--- config.mk ---
export PLATFORM = sky130hd
export DESIGN_NAME = seg_guard
export DESIGN_NICKNAME = d
export VERILOG_FILES = /design/src/rtl/seg_guard_pkg.sv /design/src/rtl/seg_limit_chk.sv /design/src/rtl/seg_rights_chk.sv /design/src/rtl/seg_guard.sv
export SDC_FILE = /design/constraint.sdc
export NUM_CORES = 1
export LEC_CHECK = 0
export BUFFER_PORTS_ARGS = -buffer_cell sky130_fd_sc_hd__buf_2
export CAP_MARGIN = 40
export CORE_MARGIN = 2
export CORE_UTILIZATION = 50
export CTS_BUF_LIST = sky130_fd_sc_hd__clkbuf_16
export DETAILED_ROUTE_END_ITERATION = 10
export GPL_ROUTABILITY_DRIVEN = 1
export GPL_TIMING_DRIVEN = 0
export MAX_ROUTING_LAYER = met4
export PLACE_DENSITY = 0.78
export REMOVE_ABC_BUFFERS = 1
export SYNTH_ARGS = -nofsm -noshare
export SYNTH_HDL_FRONTEND = slang
export SYNTH_SLANG_ARGS = --single-unit
--- constraint.sdc ---
create_clock -name clk -period 10.3 [get_ports clk]
set_clock_uncertainty 0.15 [all_clocks]
set_input_delay 1.545 -clock clk [delete_from_list [all_inputs] [get_ports clk]]
set_output_delay 1.545 -clock clk [all_outputs]
set_load 0.005 [all_outputs]
--- src/rtl/seg_guard_pkg.sv ---
package seg_guard_pkg;

   typedef enum logic [1:0] {
      KIND_READ  = 2'd0,
      KIND_WRITE = 2'd1,
      KIND_FETCH = 2'd2,
      KIND_RSVD  = 2'd3
   } acc_kind_e;

   typedef enum logic [1:0] {
      FLT_NONE = 2'd0,
      FLT_GP   = 2'd1,
      FLT_NP   = 2'd2
   } fault_e;

   localparam int SIZE_CODE_W = 2;
   localparam int MAX_SIZE_LG = 2;

endpackage

--- src/rtl/seg_limit_chk.sv ---
module seg_limit_chk
   import seg_guard_pkg::*;
#(
   parameter int ADDR_W = 32
) (
   input  logic [ADDR_W-1:0]      offset,
   input  logic [ADDR_W-1:0]      limit,
   input  logic [SIZE_CODE_W-1:0] size_code,
   output logic                   size_bad,
   output logic                   over
);
   localparam int EXT_W = ADDR_W + 1;

   logic [EXT_W-1:0] span_m1;
   logic [EXT_W-1:0] last_byte;

   // bytes - 1 for each legal code; reserved code handled as one byte
   always_comb begin
      size_bad = (int'(size_code) > MAX_SIZE_LG);
      span_m1  = '0;
      if (!size_bad)
         span_m1 = (EXT_W'(1) << size_code) - EXT_W'(1);
   end

   // widened sum so the end of an access near the top never wraps
   assign last_byte = {1'b0, offset} + span_m1;
   assign over      = last_byte > {1'b0, limit};

endmodule

--- src/rtl/seg_rights_chk.sv ---
module seg_rights_chk
   import seg_guard_pkg::*;
#(
   parameter int PRIV_W = 2
) (
   input  logic [1:0]        kind,
   input  logic              prot_en,
   input  logic              present,
   input  logic              exec,
   input  logic              rw,
   input  logic [PRIV_W-1:0] dpl,
   input  logic [PRIV_W-1:0] rpl,
   input  logic [PRIV_W-1:0] cpl,
   output logic              kind_bad,
   output fault_e            fault
);
   acc_kind_e k;
   logic      priv_bad;
   logic      type_bad;

   assign k        = acc_kind_e'(kind);
   assign kind_bad = (k == KIND_RSVD);

   always_comb begin
      priv_bad = (cpl > dpl);
      if (k != KIND_FETCH && rpl > dpl)
         priv_bad = 1'b1;
   end

   always_comb begin
      unique case (k)
         KIND_FETCH: type_bad = !exec;
         KIND_READ:  type_bad = exec && !rw;
         KIND_WRITE: type_bad = exec || !rw;
         default:    type_bad = 1'b1;
      endcase
   end

   always_comb begin
      if (!prot_en)
         fault = FLT_NONE;
      else if (!present)
         fault = FLT_NP;
      else if (priv_bad || type_bad)
         fault = FLT_GP;
      else
         fault = FLT_NONE;
   end

endmodule

--- src/rtl/seg_guard.sv ---
module seg_guard
   import seg_guard_pkg::*;
#(
   parameter int ADDR_W = 32,
   parameter int PRIV_W = 2
) (
   input  logic              clk,
   input  logic              rst_n,
   input  logic              req_valid,
   input  logic [1:0]        req_kind,
   input  logic [1:0]        req_size,
   input  logic [ADDR_W-1:0] req_offset,
   input  logic [ADDR_W-1:0] seg_base,
   input  logic [ADDR_W-1:0] seg_limit,
   input  logic              seg_present,
   input  logic              seg_exec,
   input  logic              seg_rw,
   input  logic [PRIV_W-1:0] seg_dpl,
   input  logic [PRIV_W-1:0] seg_rpl,
   input  logic [PRIV_W-1:0] cpl,
   input  logic              prot_en,
   output logic              rsp_valid,
   output logic              rsp_ok,
   output logic [1:0]        rsp_fault,
   output logic [ADDR_W-1:0] rsp_lin_addr
);
   generate
      if (ADDR_W < 4 || ADDR_W > 64) begin : g_bad_addr_w
         $error("seg_guard: ADDR_W out of range");
      end
      if (PRIV_W < 1 || PRIV_W > 4) begin : g_bad_priv_w
         $error("seg_guard: PRIV_W out of range");
      end
   endgenerate

   logic        size_bad;
   logic        limit_over;
   logic        kind_bad;
   fault_e      rights_fault;
   fault_e      fault_d;
   logic [ADDR_W-1:0] lin_d;

   seg_limit_chk #(.ADDR_W(ADDR_W)) u_limit (
      .offset    (req_offset),
      .limit     (seg_limit),
      .size_code (req_size),
      .size_bad  (size_bad),
      .over      (limit_over)
   );

   seg_rights_chk #(.PRIV_W(PRIV_W)) u_rights (
      .kind     (req_kind),
      .prot_en  (prot_en),
      .present  (seg_present),
      .exec     (seg_exec),
      .rw       (seg_rw),
      .dpl      (seg_dpl),
      .rpl      (seg_rpl),
      .cpl      (cpl),
      .kind_bad (kind_bad),
      .fault    (rights_fault)
   );

   // malformed codes and limit come before presence and rights
   always_comb begin
      if (kind_bad || size_bad || limit_over)
         fault_d = FLT_GP;
      else
         fault_d = rights_fault;
   end

   assign lin_d = seg_base + req_offset;

   always_ff @(posedge clk) begin
      if (!rst_n) begin
         rsp_valid    <= 1'b0;
         rsp_ok       <= 1'b0;
         rsp_fault    <= FLT_NONE;
         rsp_lin_addr <= '0;
      end else begin
         rsp_valid <= req_valid;
         if (req_valid) begin
            rsp_fault    <= fault_d;
            rsp_ok       <= (fault_d == FLT_NONE);
            rsp_lin_addr <= (fault_d == FLT_NONE) ? lin_d : '0;
         end
      end
   end


   rsp_follows_req_chk: assert property (@(posedge clk) disable iff (!rst_n)
      rsp_valid |-> $past(req_valid));


   limit_gp_chk: assert property (@(posedge clk) disable iff (!rst_n)
      (req_valid && limit_over) |=> (rsp_fault == FLT_GP && !rsp_ok));


   real_mode_pass_chk: assert property (@(posedge clk) disable iff (!rst_n)
      (req_valid && !prot_en && !limit_over && !size_bad && !kind_bad) |=> rsp_ok);


   not_present_chk: assert property (@(posedge clk) disable iff (!rst_n)
      (req_valid && prot_en && !seg_present && !limit_over && !size_bad && !kind_bad)
      |=> (rsp_fault == FLT_NP));


   cpl_gp_chk: assert property (@(posedge clk) disable iff (!rst_n)
      (req_valid && prot_en && cpl > seg_dpl) |=> (rsp_fault != FLT_NONE));


   lin_addr_chk: assert property (@(posedge clk) disable iff (!rst_n)
      (rsp_valid && rsp_ok) |->
      (rsp_lin_addr == ADDR_W'($past(seg_base) + $past(req_offset))));


   fault_zero_addr_chk: assert property (@(posedge clk) disable iff (!rst_n)
      (rsp_valid && !rsp_ok) |-> (rsp_lin_addr == '0 && rsp_fault != FLT_NONE));


   reserved_code_chk: assert property (@(posedge clk) disable iff (!rst_n)
      (req_valid && (req_kind == 2'd3 || req_size == 2'd3)) |=> (rsp_fault == FLT_GP));

endmodule

==> run_results.csv <==
group,metric,value,unit
setup_path,arrival,7280,ps
timing,finalCritPeriodShare,70.5,%
timing,setup_viol,0,
finish,final_util,60.7,%
routing,route.detailed.drc,0,
finish,area_growth,19.7,%
routing,avgViaCountPerCell,5.61,
hold_path,hold_path.class,"flop to flop",
floorplanning,io_pins,149,
finish,stdcell_count,992,
logic_synthesis,synthCells,705,
floorplanning,core_area,10700,um^2
finish,drive_gt1_share,20.8,%
job,cap_violations,0,
cts,cts_sinks,36,
placement,place_ws,2760,ps
timing,hold_violations,0,
placement,dp_hpwl,11900,um
setup_path,cp-start-kind,"primary input",
logic_synthesis,yosys_warnings,0,
grt,grt_usage,24.9,%
cts,cts_hold_buf,0,
floorplanning,start_util,50.7,%
timing,clock.fmax,138,MHz
timing,fin_tns_setup,0,ps
logic_synthesis,synthesis.area,5450,um^2
floorplanning,dieArea,11800,um^2
timing,rsz0062_at_grt,"no",
placement,dp.cells,983,
setup_path,cp_max_fo,20,
logic_synthesis,synth-main-ff-cell,"dfxtp_1",
finish,nets,1072,
grt,antenna_found_initial,0,
finish,final_common_cell,"buf_2",
power,power.density,98.6,nW/um^2
routing,wl_per_cell,14.3,um
placement,place.gp.congestion,0.931,
finish,final_area,6530,um^2
timing,worst_slack,3040,ps
cts,clock_latency,280,ps
cts,clock_path_buffers,2,
power,ir_worst_vdd,0.0966,mV
grt,grt_pass1_vias,5104,
floorplanning,chipWidth,108,um
setup_path,required,10330,ps
cts,cts_tree,"built",
cts,ctsRootBufferMaster,"clkbuf_16",
routing,drtPass1Iterations,5,
logic_synthesis,yosysSeqAreaShare,13.2,%
placement,port_buffers,148,
floorplanning,row_count,38,
cts,cts_setup_buffers,0,
grt,grt_remaining_overflow,0,
timing,drv_slew,0,
outcome,status,"finished clean",
cts,path_clk_slew,50,ps
logic_synthesis,avgSynthCellArea,7.73,um^2
setup_path,path_class,"primary input to flop",
logic_synthesis,synthArstFlopShare,0,%
finish,layout_common_cells,"149 x buf_2, 107 x ha_1, 74 x nand2_1",
placement,place_area,6360,um^2
floorplanning,die_y,108,um
grt,grt_max_degree,34,
logic_synthesis,synth-seq-cells,36,
power,p_leak,3.37,nW
timing,worstMarginPinSlew,943,ps
routing,ant_nets,0,
routing,vias,5562,
timing,fin_crit,7260,ps
setup_path,r2r_cells,2,
cts,cts_made_buffers,5,
routing,drtIter0Drc,304,
setup_path,end_kind,"flop",
routing,drt_wl_total,14100,um
logic_synthesis,yosysUniqueCellTypes,61,
grt,grt_pass1_wl,23300,um
finish,fill_cells,1038,
hold_path,holdPathStages,2,
cts,cts_resized,0,
cts,cts-htree-levels,2,
timing,slew_headroom,37.1,%
logic_synthesis,synth_enable_flop_cells,0,
[metal layers]
metal  GRT usage, %  part of all wire, %
met1           33.9                   48
met2           39.6                   45
met3           2.29                  5.1
met4           6.41                  1.9
met5              -                    0
[state kept, by name, summed over array words and instances, names as in the netlist]
| register | count |
|---|---|
| rsp_ok | 1 |
| rsp_valid | 1 |
| rsp_lin_addr | 32 |
| rsp_fault | 2 |
[worst max-delay path, stage by stage]
cell and delay, ps:
buf_2 120, ha_1 300, or2_2 350, nor2_1 500, ha_1 410, a21oi_1 230, a21oi_2 110, o31ai_4 340
o21bai_2 160, a21oi_4 240, a211oi_1 160, o21a_1 240, nor2_1 100, ha_1 240, a21o_1 160, a21o_1 170
a21oi_1 200, o211ai_1 130, a211oi_1 270, o31ai_1 120, o21ai_0 220, o311ai_4 350, buf_8 260, o41ai_1 320
[path summary, 6_finish.rpt]
path / startpoint / to / slack, ps
worst max-delay path: req_size[0] / rsp_lin_addr[13]$_SDFFE_PN0P_ / 3040
worst min register to register: rsp_lin_addr[16]$_SDFFE_PN0P_ / rsp_lin_addr[16]$_SDFFE_PN0P_ / 290
worst min-delay path: rsp_lin_addr[16]$_SDFFE_PN0P_ / rsp_lin_addr[16]$_SDFFE_PN0P_ / 290
worst max register to register: rsp_fault[0]$_SDFFE_PN0P_ / rsp_fault[0]$_SDFFE_PN0P_ / 9410
[synth_stat cells (13+ instances only)]
| cell type | count | area, um^2 |
|---|---|---|
| inv_1 | 64 | 240 |
| o21ai_0 | 33 | 165 |
| xor2_1 | 20 | 175 |
| a21oi_1 | 63 | 315 |
| nor2_1 | 31 | 116 |
| nand3_1 | 15 | 75.1 |
| o31ai_1 | 33 | 248 |
| ha_1 | 107 | 1340 |
| o211ai_1 | 13 | 97.6 |
| a21o_1 | 36 | 270 |
| dfxtp_1 | 36 | 721 |
| xnor2_1 | 28 | 245 |
| nand2_1 | 74 | 278 |
[logic make-up after synthesis]
family                   after synthesis  synth area share, %
AO/OA/AOI/OAI                        248                 31.5
XOR/XNOR                              48                 7.71
adder cells (fa/ha/maj)              110                 25.5
buffers and inverters                 78                 5.78
flip-flops                            36                 13.2
AND/OR/NAND/NOR                      185                 16.3
[cell type report]
| class | instances | area, um^2 | area share [%] |
|---|---|---|---|
| well taps | 140 | 175 | 2.68 |
| clock inverters | 3 | 38.8 | 0.594 |
| clock buffers | 5 | 125 | 1.92 |
| diodes | 1 | 2.50 | 0.0384 |
| inverters | 64 | 240 | 3.68 |
| repair buffers | 152 | 783 | 12.0 |
| flip-flops and latches | 36 | 721 | 11.0 |
| multi-input cells | 591 | 4440 | 68.0 |
[per-stage QoR]
step,total power [mW],hold WS (ps)
after floorplan,0.382,294
after global placement,0.463,280
after detailed placement,0.472,284
after CTS,0.643,297
after global routing,0.696,327
final,0.643,293
[power breakdown]
part | leakage (nW) | switching [mW] | internal (mW)
logic | 2.99 | 0.181 | 0.145
registers | 0.292 | 0.00280 | 0.146
clock network | 0.0850 | 0.0567 | 0.113
Note: power is estimated with default switching activity, not from simulation.
